**config.mk**
```make
export PLATFORM = sky130hd
export DESIGN_NAME = pcm_serial_tx
export DESIGN_NICKNAME = d
export VERILOG_FILES = /design/src/rtl/pcm_tx_pkg.sv /design/src/rtl/pcm_bclk_gen.sv /design/src/rtl/pcm_cfg_regs.sv /design/src/rtl/pcm_frame_ser.sv /design/src/rtl/pcm_serial_tx.sv
export SDC_FILE = /design/constraint.sdc
export NUM_CORES = 1
export LEC_CHECK = 0
export BUFFER_PORTS_ARGS = -buffer_cell sky130_fd_sc_hd__buf_2
export CAP_MARGIN = 20
export CORE_ASPECT_RATIO = 1.75
export CORE_MARGIN = 8
export CORE_UTILIZATION = 62
export CTS_CLUSTER_DIAMETER = 100
export DETAILED_ROUTE_END_ITERATION = 8
export PLACE_DENSITY = 0.93
export RECOVER_POWER = 25
export REMOVE_ABC_BUFFERS = 1
export SLEW_MARGIN = 30
export SYNTH_ARGS = -nofsm -noshare
export SYNTH_HDL_FRONTEND = slang
export SYNTH_SLANG_ARGS = --single-unit
```
**constraint.sdc**
```tcl
create_clock -name clk_i -period 8.2 [get_ports clk_i]
set_input_delay 1.23 -clock clk_i [delete_from_list [all_inputs] [get_ports clk_i]]
set_output_delay 1.23 -clock clk_i [all_outputs]
set_load 0.02 [all_outputs]
```
**src/rtl/pcm_tx_pkg.sv**
```systemverilog
package pcm_tx_pkg;
  localparam int unsigned SMP_W  = 24;
  localparam int unsigned SLOT_W = 6;
  localparam logic [7:0]  CFG_RST = 8'h21;
  localparam logic        ADDR_CFG  = 1'b0;
  localparam logic        ADDR_STAT = 1'b1;

  typedef struct packed {
    logic       lsb_first;
    logic       pad_left;
    logic       wclk_i2s;
    logic       fmt_align;
    logic       edge_rise;
    logic [1:0] prec;
  } cfg_t;

  function automatic logic [SLOT_W-1:0] half_len(input logic [1:0] p);
    return (p == 2'b00) ? SLOT_W'(16) : SLOT_W'(32);
  endfunction

  function automatic logic [4:0] smp_width(input logic [1:0] p);
    case (p)
      2'b00:   return 5'd16;
      2'b01:   return 5'd18;
      2'b10:   return 5'd20;
      default: return 5'd24;
    endcase
  endfunction

  // bit carried at frame position pos (already corrected for framing delay)
  function automatic logic slot_bit(input cfg_t c, input logic [SLOT_W-1:0] pos,
                                    input logic [SMP_W-1:0] l, input logic [SMP_W-1:0] r);
    logic [SLOT_W-1:0] h, idx, off, v;
    logic [4:0] w, b;
    logic ch;
    h   = half_len(c.prec);
    w   = smp_width(c.prec);
    ch  = (pos >= h);
    idx = ch ? pos - h : pos;
    off = (c.prec != 2'b00 && c.pad_left) ? h - SLOT_W'(w) : '0;
    if (idx < off || idx >= off + SLOT_W'(w)) return 1'b0;
    v = idx - off;
    b = c.lsb_first ? v[4:0] : w - 5'd1 - v[4:0];
    return ch ? r[b] : l[b];
  endfunction
endpackage

```
**src/rtl/pcm_bclk_gen.sv**
```systemverilog
module pcm_bclk_gen #(
  parameter int unsigned DIV_HALF = 2
) (
  input  logic clk_i,
  input  logic rst_ni,
  output logic base_o,
  output logic tick_o,
  output logic launch_o
);
  localparam int unsigned CW = (DIV_HALF > 1) ? $clog2(DIV_HALF) : 1;

  logic [CW-1:0] cnt_q;

  assign tick_o   = (cnt_q == CW'(DIV_HALF - 1));
  assign launch_o = tick_o & base_o;

  always_ff @(posedge clk_i or negedge rst_ni) begin
    if (!rst_ni) begin
      cnt_q  <= '0;
      base_o <= 1'b0;
    end else if (tick_o) begin
      cnt_q  <= '0;
      base_o <= ~base_o;
    end else begin
      cnt_q <= cnt_q + CW'(1);
    end
  end
endmodule

```
**src/rtl/pcm_cfg_regs.sv**
```systemverilog
module pcm_cfg_regs
  import pcm_tx_pkg::*;
(
  input  logic       clk_i,
  input  logic       rst_ni,
  input  logic       we_i,
  input  logic       addr_i,
  input  logic [7:0] wdata_i,
  input  logic       ur_set_i,
  output cfg_t       cfg_o,
  output logic       ur_o,
  output logic [7:0] rdata_o
);
  logic [6:0] cfg_q;
  logic wr_cfg, wr_stat;

  assign wr_cfg  = we_i && (addr_i == ADDR_CFG);
  assign wr_stat = we_i && (addr_i == ADDR_STAT);
  assign cfg_o   = cfg_t'(cfg_q);
  assign rdata_o = (addr_i == ADDR_STAT) ? {7'b0, ur_o} : {1'b0, cfg_q};

  always_ff @(posedge clk_i or negedge rst_ni) begin
    if (!rst_ni) begin
      cfg_q <= CFG_RST[6:0];
    end else if (wr_cfg) begin
      cfg_q <= wdata_i[6:0];
    end else if (wr_stat && wdata_i[7]) begin
      cfg_q <= CFG_RST[6:0];
    end
  end

  // set has priority over clear
  always_ff @(posedge clk_i or negedge rst_ni) begin
    if (!rst_ni)                     ur_o <= 1'b0;
    else if (ur_set_i)               ur_o <= 1'b1;
    else if (wr_stat && wdata_i[0])  ur_o <= 1'b0;
  end
endmodule

```
**src/rtl/pcm_frame_ser.sv**
```systemverilog
module pcm_frame_ser
  import pcm_tx_pkg::*;
(
  input  logic              clk_i,
  input  logic              rst_ni,
  input  logic              tick_i,
  input  logic              base_i,
  input  logic              launch_i,
  input  cfg_t              cfg_i,
  input  logic              smp_valid_i,
  input  logic [SMP_W-1:0]  smp_left_i,
  input  logic [SMP_W-1:0]  smp_right_i,
  output logic              smp_ready_o,
  output logic              ur_set_o,
  output cfg_t              act_cfg_o,
  output logic [SLOT_W-1:0] slot_o,
  output logic              bclk_o,
  output logic              wclk_o,
  output logic              sdata_o
);
  cfg_t act_q, act_n;
  logic [SLOT_W-1:0] slot_q, slot_n, last, h_n;
  logic [SMP_W-1:0]  l_q, r_q, l_n, r_n, bl_q, br_q;
  logic full_q, fstart, accept;
  logic wclk_n, sd_n, bclk_n;

  assign last        = SLOT_W'((7'(half_len(act_q.prec)) << 1) - 7'd1);
  assign fstart      = launch_i && (slot_q == last);
  assign accept      = smp_valid_i && !full_q;
  assign smp_ready_o = !full_q;
  assign ur_set_o    = fstart && !full_q;
  assign act_cfg_o   = act_q;
  assign slot_o      = slot_q;

  always_comb begin
    act_n  = act_q;
    slot_n = slot_q;
    l_n    = l_q;
    r_n    = r_q;
    if (fstart) begin
      act_n  = cfg_i;
      slot_n = '0;
      l_n    = full_q ? bl_q : '0;
      r_n    = full_q ? br_q : '0;
    end else if (launch_i) begin
      slot_n = slot_q + SLOT_W'(1);
    end
    h_n    = half_len(act_n.prec);
    wclk_n = ~((slot_n >= h_n) ^ act_n.wclk_i2s);
    // delayed framing: slot 0 carries the last bit of the previous frame
    if (!act_n.fmt_align && slot_n == '0)
      sd_n = act_q.fmt_align ? 1'b0 : slot_bit(act_q, last, l_q, r_q);
    else
      sd_n = slot_bit(act_n, slot_n - SLOT_W'(!act_n.fmt_align), l_n, r_n);
    bclk_n = (tick_i ? ~base_i : base_i) ^ act_n.edge_rise;
  end

  always_ff @(posedge clk_i or negedge rst_ni) begin
    if (!rst_ni) begin
      act_q   <= cfg_t'(CFG_RST[6:0]);
      slot_q  <= SLOT_W'((7'(half_len(CFG_RST[1:0])) << 1) - 7'd1);
      l_q     <= '0;
      r_q     <= '0;
      wclk_o  <= 1'b0;
      sdata_o <= 1'b0;
      bclk_o  <= 1'b0;
    end else begin
      act_q  <= act_n;
      slot_q <= slot_n;
      l_q    <= l_n;
      r_q    <= r_n;
      bclk_o <= bclk_n;
      if (launch_i) begin
        wclk_o  <= wclk_n;
        sdata_o <= sd_n;
      end
    end
  end

  always_ff @(posedge clk_i or negedge rst_ni) begin
    if (!rst_ni) begin
      full_q <= 1'b0;
      bl_q   <= '0;
      br_q   <= '0;
    end else if (accept) begin
      full_q <= 1'b1;
      bl_q   <= smp_left_i;
      br_q   <= smp_right_i;
    end else if (fstart) begin
      full_q <= 1'b0;
    end
  end
endmodule

```
**src/rtl/pcm_serial_tx.sv**
```systemverilog
module pcm_serial_tx
  import pcm_tx_pkg::*;
#(
  parameter int unsigned DIV_HALF = 2
) (
  input  logic             clk_i,
  input  logic             rst_ni,
  input  logic             smp_valid_i,
  input  logic [SMP_W-1:0] smp_left_i,
  input  logic [SMP_W-1:0] smp_right_i,
  output logic             smp_ready_o,
  input  logic             reg_we_i,
  input  logic             reg_addr_i,
  input  logic [7:0]       reg_wdata_i,
  output logic [7:0]       reg_rdata_o,
  output logic             bclk_o,
  output logic             wclk_o,
  output logic             sdata_o
);
  logic base, tick, launch;
  logic ur_set, ur_q;
  cfg_t cfg, act_cfg;
  logic [SLOT_W-1:0] slot;

  pcm_bclk_gen #(.DIV_HALF(DIV_HALF)) u_bclk (
    .clk_i    (clk_i),
    .rst_ni   (rst_ni),
    .base_o   (base),
    .tick_o   (tick),
    .launch_o (launch)
  );

  pcm_cfg_regs u_regs (
    .clk_i    (clk_i),
    .rst_ni   (rst_ni),
    .we_i     (reg_we_i),
    .addr_i   (reg_addr_i),
    .wdata_i  (reg_wdata_i),
    .ur_set_i (ur_set),
    .cfg_o    (cfg),
    .ur_o     (ur_q),
    .rdata_o  (reg_rdata_o)
  );

  pcm_frame_ser u_ser (
    .clk_i       (clk_i),
    .rst_ni      (rst_ni),
    .tick_i      (tick),
    .base_i      (base),
    .launch_i    (launch),
    .cfg_i       (cfg),
    .smp_valid_i (smp_valid_i),
    .smp_left_i  (smp_left_i),
    .smp_right_i (smp_right_i),
    .smp_ready_o (smp_ready_o),
    .ur_set_o    (ur_set),
    .act_cfg_o   (act_cfg),
    .slot_o      (slot),
    .bclk_o      (bclk_o),
    .wclk_o      (wclk_o),
    .sdata_o     (sdata_o)
  );
endmodule

```
Word level (Yosys, flattened, before mapping) --
Index checks and enable logic that the tools add are counted.
Storage, ports and cells: flip-flop bits (word level) 123, input port bits 61, output and inout bits 12, logic and storage cells 125
Cells by class: bitwise logic cells 6, equal/unequal tests 5, muxes and demuxes 48, magnitude comparators 9, add/sub/neg operators 16, reductions and logical operators 22
Operator list (number):
- two-way mux 24 bit | 4
- two-way mux 6 bit | 8
- >= comparator 6 bit | 5
- two-way mux 7 bit | 4
- case mux 4 bit (3 select lines) | 2
- two-way mux 1 bit | 22
- binary-select mux 1 bit (select 5 bit) | 4
- two-way mux 5 bit | 4
- subtractor 5 bit | 4
- adder 6 x 5 -> 6 bit | 2
- less-than comparator 5 x 6 -> 1 bit, second input constant | 2
- less-than comparator 6 bit | 2
- subtractor 6 x 5 -> 6 bit | 2
- subtractor 6 bit | 2
- logical AND 1 bit | 10
- nonzero test 2 bit | 5
- subtractor 5 x 1 -> 5 bit, second input constant | 2
- adder 6 x 1 -> 6 bit, second input constant | 1
- equality test 6 bit | 1
- zero test 6 bit | 1
- subtractor 6 x 1 -> 6 bit | 1
- subtractor 6 x 1 -> 6 bit, second input constant | 1
- equality test 2 x 1 -> 1 bit, second input constant | 2
- equality test 2 bit, second input constant | 2
- 7 further kinds | 13

Depth between registers and ports, before layout --
Gate-level depths: netlist of run 1.
depth after elaboration 20, mapped depth 24, mapped depth without buffers 22

Modules after synthesis --
Synthesis of run 1 repeated with hierarchy kept, for this count alone.
Second synthesis, totals: cell total of the unflattened synthesis 656, area total of the unflattened synthesis 6844.1 µm²
By module, submodules not included:
- pcm_frame_ser | area each 6399.9 µm², times used 1, cells an instance 615, seq. area each 2837.7 µm²
- pcm_cfg_regs | area each 374.1 µm², times used 1, cells an instance 36, seq. area each 202.7 µm²
- pcm_bclk_gen | area each 70.1 µm², times used 1, cells an instance 5, seq. area each 50.0 µm²

Worst setup path before layout of run 1 --
OpenSTA, ideal clock, no wires.
path type register to register, start point register u_ser.act_q, in the netlist u_ser.act_cfg_o[0], end point register u_ser.sdata_o, path slack 2716 ps, period minus slack after synthesis 5484 ps, buffers on the path 4, data arrival time 5389 ps, data required time 8105 ps, library setup time 95 ps, stages on the path, launching flop included 24, cell sequence dfstp_2 -> inv_1 -> ha_1 -> buf_6 -> xor2_2 -> nand3_2 -> buf_2 -> buf_1 -> mux2i_1 -> ha_1 -> nor2_1 -> and2_1 -> ha_1 -> fa_1 -> fa_1 -> nand2b_1 -> a32oi_1 -> a311oi_2 -> buf_6 -> o21ai_2 -> o22ai_2 -> nor4b_1 -> a211o_1 -> o31ai_1
On the way: cells in the longest elaborated chain, start to end 19, elaborated cells between the ends (all ways) 71, those cells by class 14 x add/sub; 6 x order compare; 5 x eq/ne; 34 x mux; 12 x reduce/logical
RTL lines:
- from (decl) | line pcm_frame_ser.sv:21 | cfg_t act_q, act_n;
- from (signal assigned) | line pcm_frame_ser.sv:60 | act_q <= cfg_t'(CFG_RST[6:0]);
- from (signal assigned) | line pcm_frame_ser.sv:68 | act_q <= act_n;
- branches (longest 18 deep; another with subtractor 6 x 1 -> 6 bit)
- two-way mux 1 bit (*) | line pcm_frame_ser.sv:51 | if (!act_n.fmt_align && slot_n == '0)
- to (signal assigned) | line pcm_frame_ser.sv:75 | sdata_o <= sd_n;
- to (decl) | line pcm_frame_ser.sv:19 | output logic sdata_o
Mark *: on every way between the ends. The select of a mux whose other input is x is not followed. A chain may end at the register's enable or synchronous reset.

Worst setup path after layout of run 1 --
Same ends and word-level chain as after synthesis.

==> qor.csv, run 1 <==
stage;metric;value;unit
status;status;complete, but fails checks;
status;failing checks;max-capacitance violations, max-slew violations;
sta;Max Slew Vio Count;41;
clocking;post-CTS setup buffer count;0;
place;hpwl dp;12080;um
floorplanning;Initial Utilization;0.6265;
finish;Antenna Cells;0;
floorplanning;row count;52;
synthesis;sequential fraction of the synthesis area;0.4333;
synthesis;Yosys warnings;0;
sta;final setup vio count;0;
hold_path;hold_sp;u_bclk.tick_o;
hold_path;Hold/Removal Path Class;reg -> reg;
synthesis;mapped cell area;0.007133;mm2
sta;unrepaired setup endpoints after global routing;false;
routing;Pre-antenna DRT Iters;5;
sta;fin crit period;6.428;ns
synthesis;number of synthesized flops with an enable pin;0;
synthesis;Post-Synthesis Cells;730;
grt;vias in the first global route;6176;
clocking;clock buffer count from CTS;17;
worst_setup_path;crit path max fanout;15;
place;routability cong.;0.9367;
routing;antenna viol nets, final;0;
floorplanning;IO Pins;73;
finish;synthesis-to-finish area growth;13.77;%
grt;grt ovf;0;
finish;commonest non-fill, non-tap cell in the layout;nand2_1;
power_and_ir_drop;worst vdd ir;0.0002274;V
routing;WL/cell;19.05;um
finish;final non-filler cell total;931;
run;max-cap violations;1;
synthesis;flop and latch count out of synthesis;123;
floorplanning;die height;157.9;um
worst_setup_path;Arr. time, crit path;6.76;ns
sta;TNS Setup;0;ns
power_and_ir_drop;PD cells;222.0;mW/mm2
sta;clk_skew;0.007349;ns
grt;gr usage total;0.2378;
routing;Vias/cell;6.265;
routing;detailed router's first-iteration violation count;483;
synthesis;Post-synth ARST share;1.000;
routing;Routed WL;17740;um
worst_setup_path;Critical Path Sink Type;register;
routing;DRC Markers;0;
finish;fin nets;877;
finish;layout cells sized above 1;0.2487;
clocking;Worst-path clk slew;0.06;ns
finish;# fillers;765;
floorplanning;die width;97.08;um
clocking;Clock Sinks;123;
worst_setup_path;worst endpoint required time;8.53;ns
floorplanning;total die area;0.01533;mm2
grt;pin count of the biggest net entering global routing;94;
sta;Hold Vio Cnt, Final;0;
sta;Max Fclk;0.1556;GHz
synthesis;Cell variety after synth;60;
clocking;Post-CTS Resized;0;
worst_setup_path;startpoint types;register;
floorplanning;area of the core;0.01139;mm2
clocking;CTS root buf;clkbuf_16;
synthesis;Avg Cell Area, Syn;9.771;um2
clocking;CTS tree;done;
clocking;Post-CTS Hold Buffers;0;
clocking;CTS max path bufs;2;
finish;most frequent cells in the layout;155 x nand2_1, 112 x dfrtp_1, 69 x buf_2;
worst_setup_path;Setup Crit Path Kind;reg -> reg;
sta;final cycle utilization of the critical path;0.7839;
power_and_ir_drop;leak pwr;0.003875;uW
grt;first-pass GRT wire length;29370;um
grt;initial antenna violation count;0;
worst_setup_path;origin of the critical flop-to-flop path;u_ser.act_cfg_o[0];
clocking;H-tree depth;4;
sta;worst slew pin tran;2.157;ns
clocking;clock latency on the worst-skew pair;0.42;ns
place;Port Buffers;71;
sta;Slew headroom;-0.4381;
place;dpl cells;899;
routing;Via Count;5833;
synthesis;Top FF cell, synth;dfrtp_1;
worst_setup_path;Critical path origin;u_ser.act_cfg_o[0];
layout make-up:
type | instances | area (um2) | share of cell area
Clock inverter | 11 | 167.7 | 0.02066
Sequential cell | 123 | 3092 | 0.3810
Multi-Input combinational cell | 532 | 3697 | 0.4556
Tap cell | 135 | 168.9 | 0.02081
Timing Repair Buffer | 79 | 416.7 | 0.05134
Clock buffer | 21 | 460.4 | 0.05674
Inverter | 30 | 112.6 | 0.01388
where the power goes:
part           switching [uW]  internal [uW]
clock network             269            524
registers                86.2            705
logic                    91.6            126
total                     447           1350
critical path, cell delays in order (launching register included):
cell      delay [ns]
dfstp_1         0.58
inv_1           0.08
ha_1            0.32
xor2_1          0.30
nand3_1         0.49
a21oi_1         0.50
ha_1            0.38
nor2_1          0.17
and2_1          0.19
ha_1            0.20
fa_1            0.67
fa_1            0.54
nand2b_1        0.11
a32oi_1         0.07
a311oi_2        0.80
o21ai_0         0.23
o32a_1          0.23
a211o_1         0.26
o31ai_1         0.22
kinds of logic after synthesis:
family | after synthesis | synth area share
AOI/OAI and AO/OA | 104 | 0.1009
xor gates and xnor gates | 20 | 0.02771
adders and majority gates | 33 | 0.06104
buffers and inverters | 75 | 0.04771
DFF | 123 | 0.4333
muxes | 93 | 0.1493
other | 1 | 0.0005257
and+or+nand+nor | 281 | 0.1796
Yosys cell counts (3+ instances only):
cell type | count | share of area
nand2_1 | 155 | 0.082
dfrtp_1 | 113 | 0.40
mux2_2 | 67 | 0.11
nand3_1 | 57 | 0.040
a21oi_1 | 31 | 0.022
ha_1 | 30 | 0.053
inv_1 | 30 | 0.016
mux2i_1 | 22 | 0.031
clkbuf_1 | 15 | 0.0079
nor2b_1 | 15 | 0.013
buf_2 | 14 | 0.0098
nor3_1 | 12 | 0.0084
o21ai_0 | 12 | 0.0084
nor2_1 | 11 | 0.0058
xnor2_1 | 11 | 0.014
dfstp_2 | 10 | 0.037
a31oi_1 | 9 | 0.0079
a311oi_1 | 7 | 0.0086
buf_1 | 7 | 0.0037
buf_4 | 7 | 0.0074
nand2b_1 | 6 | 0.0053
xor2_1 | 6 | 0.0074
a22o_1 | 5 | 0.0061
and3_1 | 5 | 0.0044
a211oi_1 | 4 | 0.0042
a21o_1 | 4 | 0.0042
and2_1 | 4 | 0.0035
nand4_1 | 4 | 0.0035
o22ai_1 | 4 | 0.0035
or3_1 | 4 | 0.0035
a211o_1 | 3 | 0.0037
fa_1 | 3 | 0.0084
mux4_2 | 3 | 0.0095
o31ai_1 | 3 | 0.0032
xor2_2 | 3 | 0.0068
stage by stage:
step / utilization / hold slack, ns / area (um2) / power, uW / setup slack, ns
global route: 0.7127 / 0.4376 / 8115 / 1864 / 1.198
global placement: 0.6588 / 0.4081 / 7501 / 998.8 / 2.419
finish: 0.7127 / 0.4290 / 8115 / 1801 / 1.772
detailed placement: 0.6591 / 0.4249 / 7505 / 1013 / 2.196
CTS: 0.7143 / 0.4340 / 8133 / 1806 / 2.140
floorplan: - / 0.3982 / 6905 / 921.0 / 2.173
path summary, 6_finish.rpt:
check	endpoint	slack, ns	cells past startpoint
max	u_ser.sdata_o	1.77	18
min	u_bclk.tick_o	0.43	1
max reg2reg	u_ser.sdata_o	1.77	18
min reg2reg	u_bclk.tick_o	0.43	1
max in group asynchronous	u_ser.full_q	5.10	2
min in group asynchronous	u_ser.br_q[15]	1.44	1
per-layer routing:
metal | share of wire | track usage | wire [um]
met3 | 0.048 | 0.05024 | 843
met1 | 0.36 | 0.2442 | 6444
met2 | 0.53 | 0.4119 | 9312
met5 | 0 | 0 | 0
met4 | 0.064 | 0.1916 | 1135
flip-flops by register name (all words and copies together) (netlist names):
signal / count
u_ser.br_q: 24
u_ser.full_q: 1
u_ser.slot_o: 6
u_ser.wclk_o: 1
u_ser.sdata_o: 1
u_regs.ur_o: 1
u_bclk.tick_o: 1
u_ser.l_q: 24
u_ser.act_cfg_o: 7
u_ser.r_q: 24
u_bclk.base_o: 1
u_regs.cfg_o: 7
u_ser.bclk_o: 1
u_ser.bl_q: 24
Note: power is estimated with default switching activity, not from simulation.
==> run 2: changes to the inputs <==
Settings changed: CORE_UTILIZATION 62 to 54, PLACE_DENSITY 0.93 to 0.87.
Clock period 8.2 ns to 5.4 ns, I/O delays scaled along.
==> run 2 against run 1 <==
  * The flow still finishes with violations (max-capacitance violations, max-slew violations)
  * Count of clock-buffer cells in the layout unchanged
  * Register-to-register slack worse by 1.7 ns
  * Hold slack got worse by 0.0090 ns
  * Highest routed layer unchanged
==> qor.csv, run 2 (synthesis gave the netlist of run 1 again) <==
stage;metric;value;unit;change
hold_path;Hold/Removal Path Class;reg -> reg;;unchanged
power_and_ir_drop;Logic pwr share;0.123;;was 0.121
place;Port Buffers;71;;unchanged
clocking;clock latency on the worst-skew pair;0.42;ns;about the same
routing;Routed WL;18680;um;was 17740 um
clocking;CTS tree;done;;unchanged
power_and_ir_drop;PD cells;316.4;mW/mm2;was 222.0 mW/mm2
status;failing checks;max-capacitance violations, max-slew violations;;unchanged
power_and_ir_drop;P_sw;673.2;uW;was 446.8 uW
place;routability cong.;0.9448;;was 0.9367
power_and_ir_drop;worst vdd ir;0.0002876;V;was 0.0002274 V
finish;# fillers;1022;;was 765
power_and_ir_drop;Design Power;2615;uW;was 1801 uW
finish;Multi-input gate area;0.003766;mm2;was 0.003697 mm2
sta;min setup slack post-route;0.1041;ns;was 1.772 ns
floorplanning;IO Pins;73;;unchanged
place;hpwl dp;12060;um;was 12080 um
worst_setup_path;FF-to-FF End;u_ser.sdata_o;;unchanged
floorplanning;die height;168.0;um;was 157.9 um
clocking;CTS root buf;clkbuf_16;;unchanged
sta;clk_skew;0.01201;ns;was 0.007349 ns
worst_setup_path;Critical path origin;u_ser.act_cfg_o[0];;unchanged
sta;final cycle utilization of the critical path;0.9807;;was 0.7839
grt;initial antenna violation count;0;;unchanged
sta;Max Slew Vio Count;75;;was 41
worst_setup_path;Setup crit end;u_ser.sdata_o;;unchanged
worst_setup_path;Critical Path Sink Type;register;;unchanged
finish;fin nets;893;;was 877
worst_setup_path;R2R depth;19;;was 18
sta;final setup vio count;0;;unchanged
grt;gr usage total;0.2183;;was 0.2378
finish;synthesis-to-finish area growth;15.87;%;was 13.77%
run;max-cap violations;2;;was 1
worst_setup_path;Arr. time, crit path;5.58;ns;was 6.76 ns
finish;fin area;0.008265;mm2;was 0.008115 mm2
sta;Max Fclk;0.1888;GHz;was 0.1556 GHz
clocking;clock buffer count from CTS;17;;unchanged
worst_setup_path;Setup Crit Path Kind;reg -> reg;;unchanged
routing;Vias/cell;6.087;;was 6.265
power_and_ir_drop;leak pwr;0.003910;uW;was 0.003875 uW
floorplanning;area of the core;0.01294;mm2;was 0.01139 mm2
routing;Pre-antenna DRT Iters;5;;unchanged
finish;final non-filler cell total;981;;was 931
grt;pin count of the biggest net entering global routing;94;;unchanged
routing;detailed router's first-iteration violation count;602;;was 483
worst_setup_path;startpoint types;register;;unchanged
floorplanning;die width;102.9;um;was 97.08 um
routing;antenna viol nets, final;0;;unchanged
floorplanning;total die area;0.01729;mm2;was 0.01533 mm2
sta;Hold Vio Cnt, Final;0;;unchanged
sta;worst slew pin tran;2.013;ns;was 2.157 ns
place;Post-Place Worst Slack;0.009001;ns;was 2.196 ns
worst_setup_path;setup slack, reg-to-reg;0.10;ns;was 1.77 ns
place;Placed Area;0.007651;mm2;was 0.007505 mm2
grt;first-pass GRT wire length;29410;um;was 29370 um
routing;Via Count;5971;;was 5833
power_and_ir_drop;switch share;0.2574;;was 0.2480
clocking;Clock Sinks;123;;unchanged
finish;most frequent cells in the layout;155 x nand2_1, 112 x dfrtp_1, 70 x buf_2;;was 155 x nand2_1, 112 x dfrtp_1, 69 x buf_2
worst_setup_path;origin of the critical flop-to-flop path;u_ser.act_cfg_o[0];;unchanged
grt;grt ovf;0;;unchanged
worst_setup_path;crit path max fanout;9;;was 15
power_and_ir_drop;Clock power frac;0.414;;was 0.440
clocking;Post-CTS Hold Buffers;0;;unchanged
clocking;Worst-path clk slew;0.06;ns;about the same
clocking;CTS max path bufs;2;;unchanged
power_and_ir_drop;Pint;1942;uW;was 1355 uW
finish;Seq. cell area;0.003092;mm2;unchanged
finish;commonest non-fill, non-tap cell in the layout;nand2_1;;unchanged
clocking;H-tree depth;4;;unchanged
finish;layout cells sized above 1;0.2716;;was 0.2487
power_and_ir_drop;Seq pwr share;0.462;;was 0.439
finish;Antenna Cells;0;;unchanged
grt;vias in the first global route;6044;;was 6176
routing;DRC Markers;0;;unchanged
status;status;complete, but fails checks;;unchanged
floorplanning;row count;55;;was 52
sta;WHS;0.4200;ns;was 0.4290 ns
sta;fin crit period;5.296;ns;was 6.428 ns
floorplanning;Initial Utilization;0.5514;;was 0.6265
place;dpl cells;949;;was 899
routing;WL/cell;19.04;um;was 19.05 um
worst_setup_path;worst endpoint required time;5.68;ns;was 8.53 ns
sta;Slew headroom;-0.3422;;was -0.4381
-- run 2: changes by cell type in the layout (fill, tap and decap cells not counted), sizes merged --
cell / delta
clkinv: +1
inv: -1
bufinv: -2
buf: +16
-- run 2: routing by layer --
metal  global-route usage  vias to the layer above  part of all wire
met4               0.1336                        0             0.049
met3              0.04750                       79             0.054
met2               0.3726                      303              0.54
li1                     -                     2678                 -
met5                    0                        -                 0
met1               0.2363                     2911              0.36
-- run 2: cell type report --
cell class,count,share of cell area
multi-input cells,532,0.4556
flip-flops and latches,123,0.3741
repair buffers,95,0.06418
clock buffers,21,0.05450
well taps,171,0.02589
inverters,30,0.01362
clock inverters,9,0.01211
-- run 2: critical path, stage by stage (launching register included) --
cell and delay, ns:
dfstp_2 0.59, inv_1 0.09, ha_1 0.27, xor2_2 0.27
nand3_4 0.20, mux2i_2 0.34, ha_1 0.24, ha_1 0.26
ha_1 0.23, fa_1 0.50, fa_1 0.61, nand2b_1 0.08
a32oi_1 0.26, a311oi_4 0.13, buf_4 0.23, a311oi_1 0.23
a21oi_1 0.06, or3_1 0.31, a31oi_1 0.17, o31ai_1 0.09
-- run 2: how the worst min path moves through the flow --
| stage | from | endpoint | cells after the start |
|---|---|---|---|
| finish | u_bclk.tick_o | u_bclk.tick_o | 1 |
| global route | u_bclk.tick_o | u_bclk.tick_o | 1 |
| CTS | rst_ni | u_ser.bl_q[21] | 1 |
| detailed placement | u_bclk.tick_o | u_bclk.tick_o | 1 |
| global placement | u_bclk.tick_o | u_bclk.tick_o | 1 |
| floorplan | u_bclk.tick_o | u_bclk.tick_o | 1 |
-- run 2: what timing repair did --
item / in CTS / in global routing
setup endpoints to repair: 1 / 1
buffers inserted: 0 / 2
gates resized for setup: 1 / 8
pin swaps: 0 / 2
endpoints found under the hold margin: 0 / 0
-- run 2: power groups by stage --
stage / clock network (uW) / registers [uW] / logic, uW
after floorplan: 0 / 1170 / 230
after global placement: 0 / 1210 / 310
after detailed placement: 0 / 1220 / 320
after CTS: 1090 / 1200 / 326
after global routing: 1130 / 1220 / 349
final: 1080 / 1210 / 322
-- run 2: per-stage QoR --
step | util | TNS (ns)
2_1_floorplan | - | -0.6268
3_5_place_dp | 0.5914 | 0
5_1_grt | 0.6389 | -0.1105
4_1_cts | 0.6348 | 0
3_3_place_gp | 0.5914 | 0
6_report | 0.6389 | 0
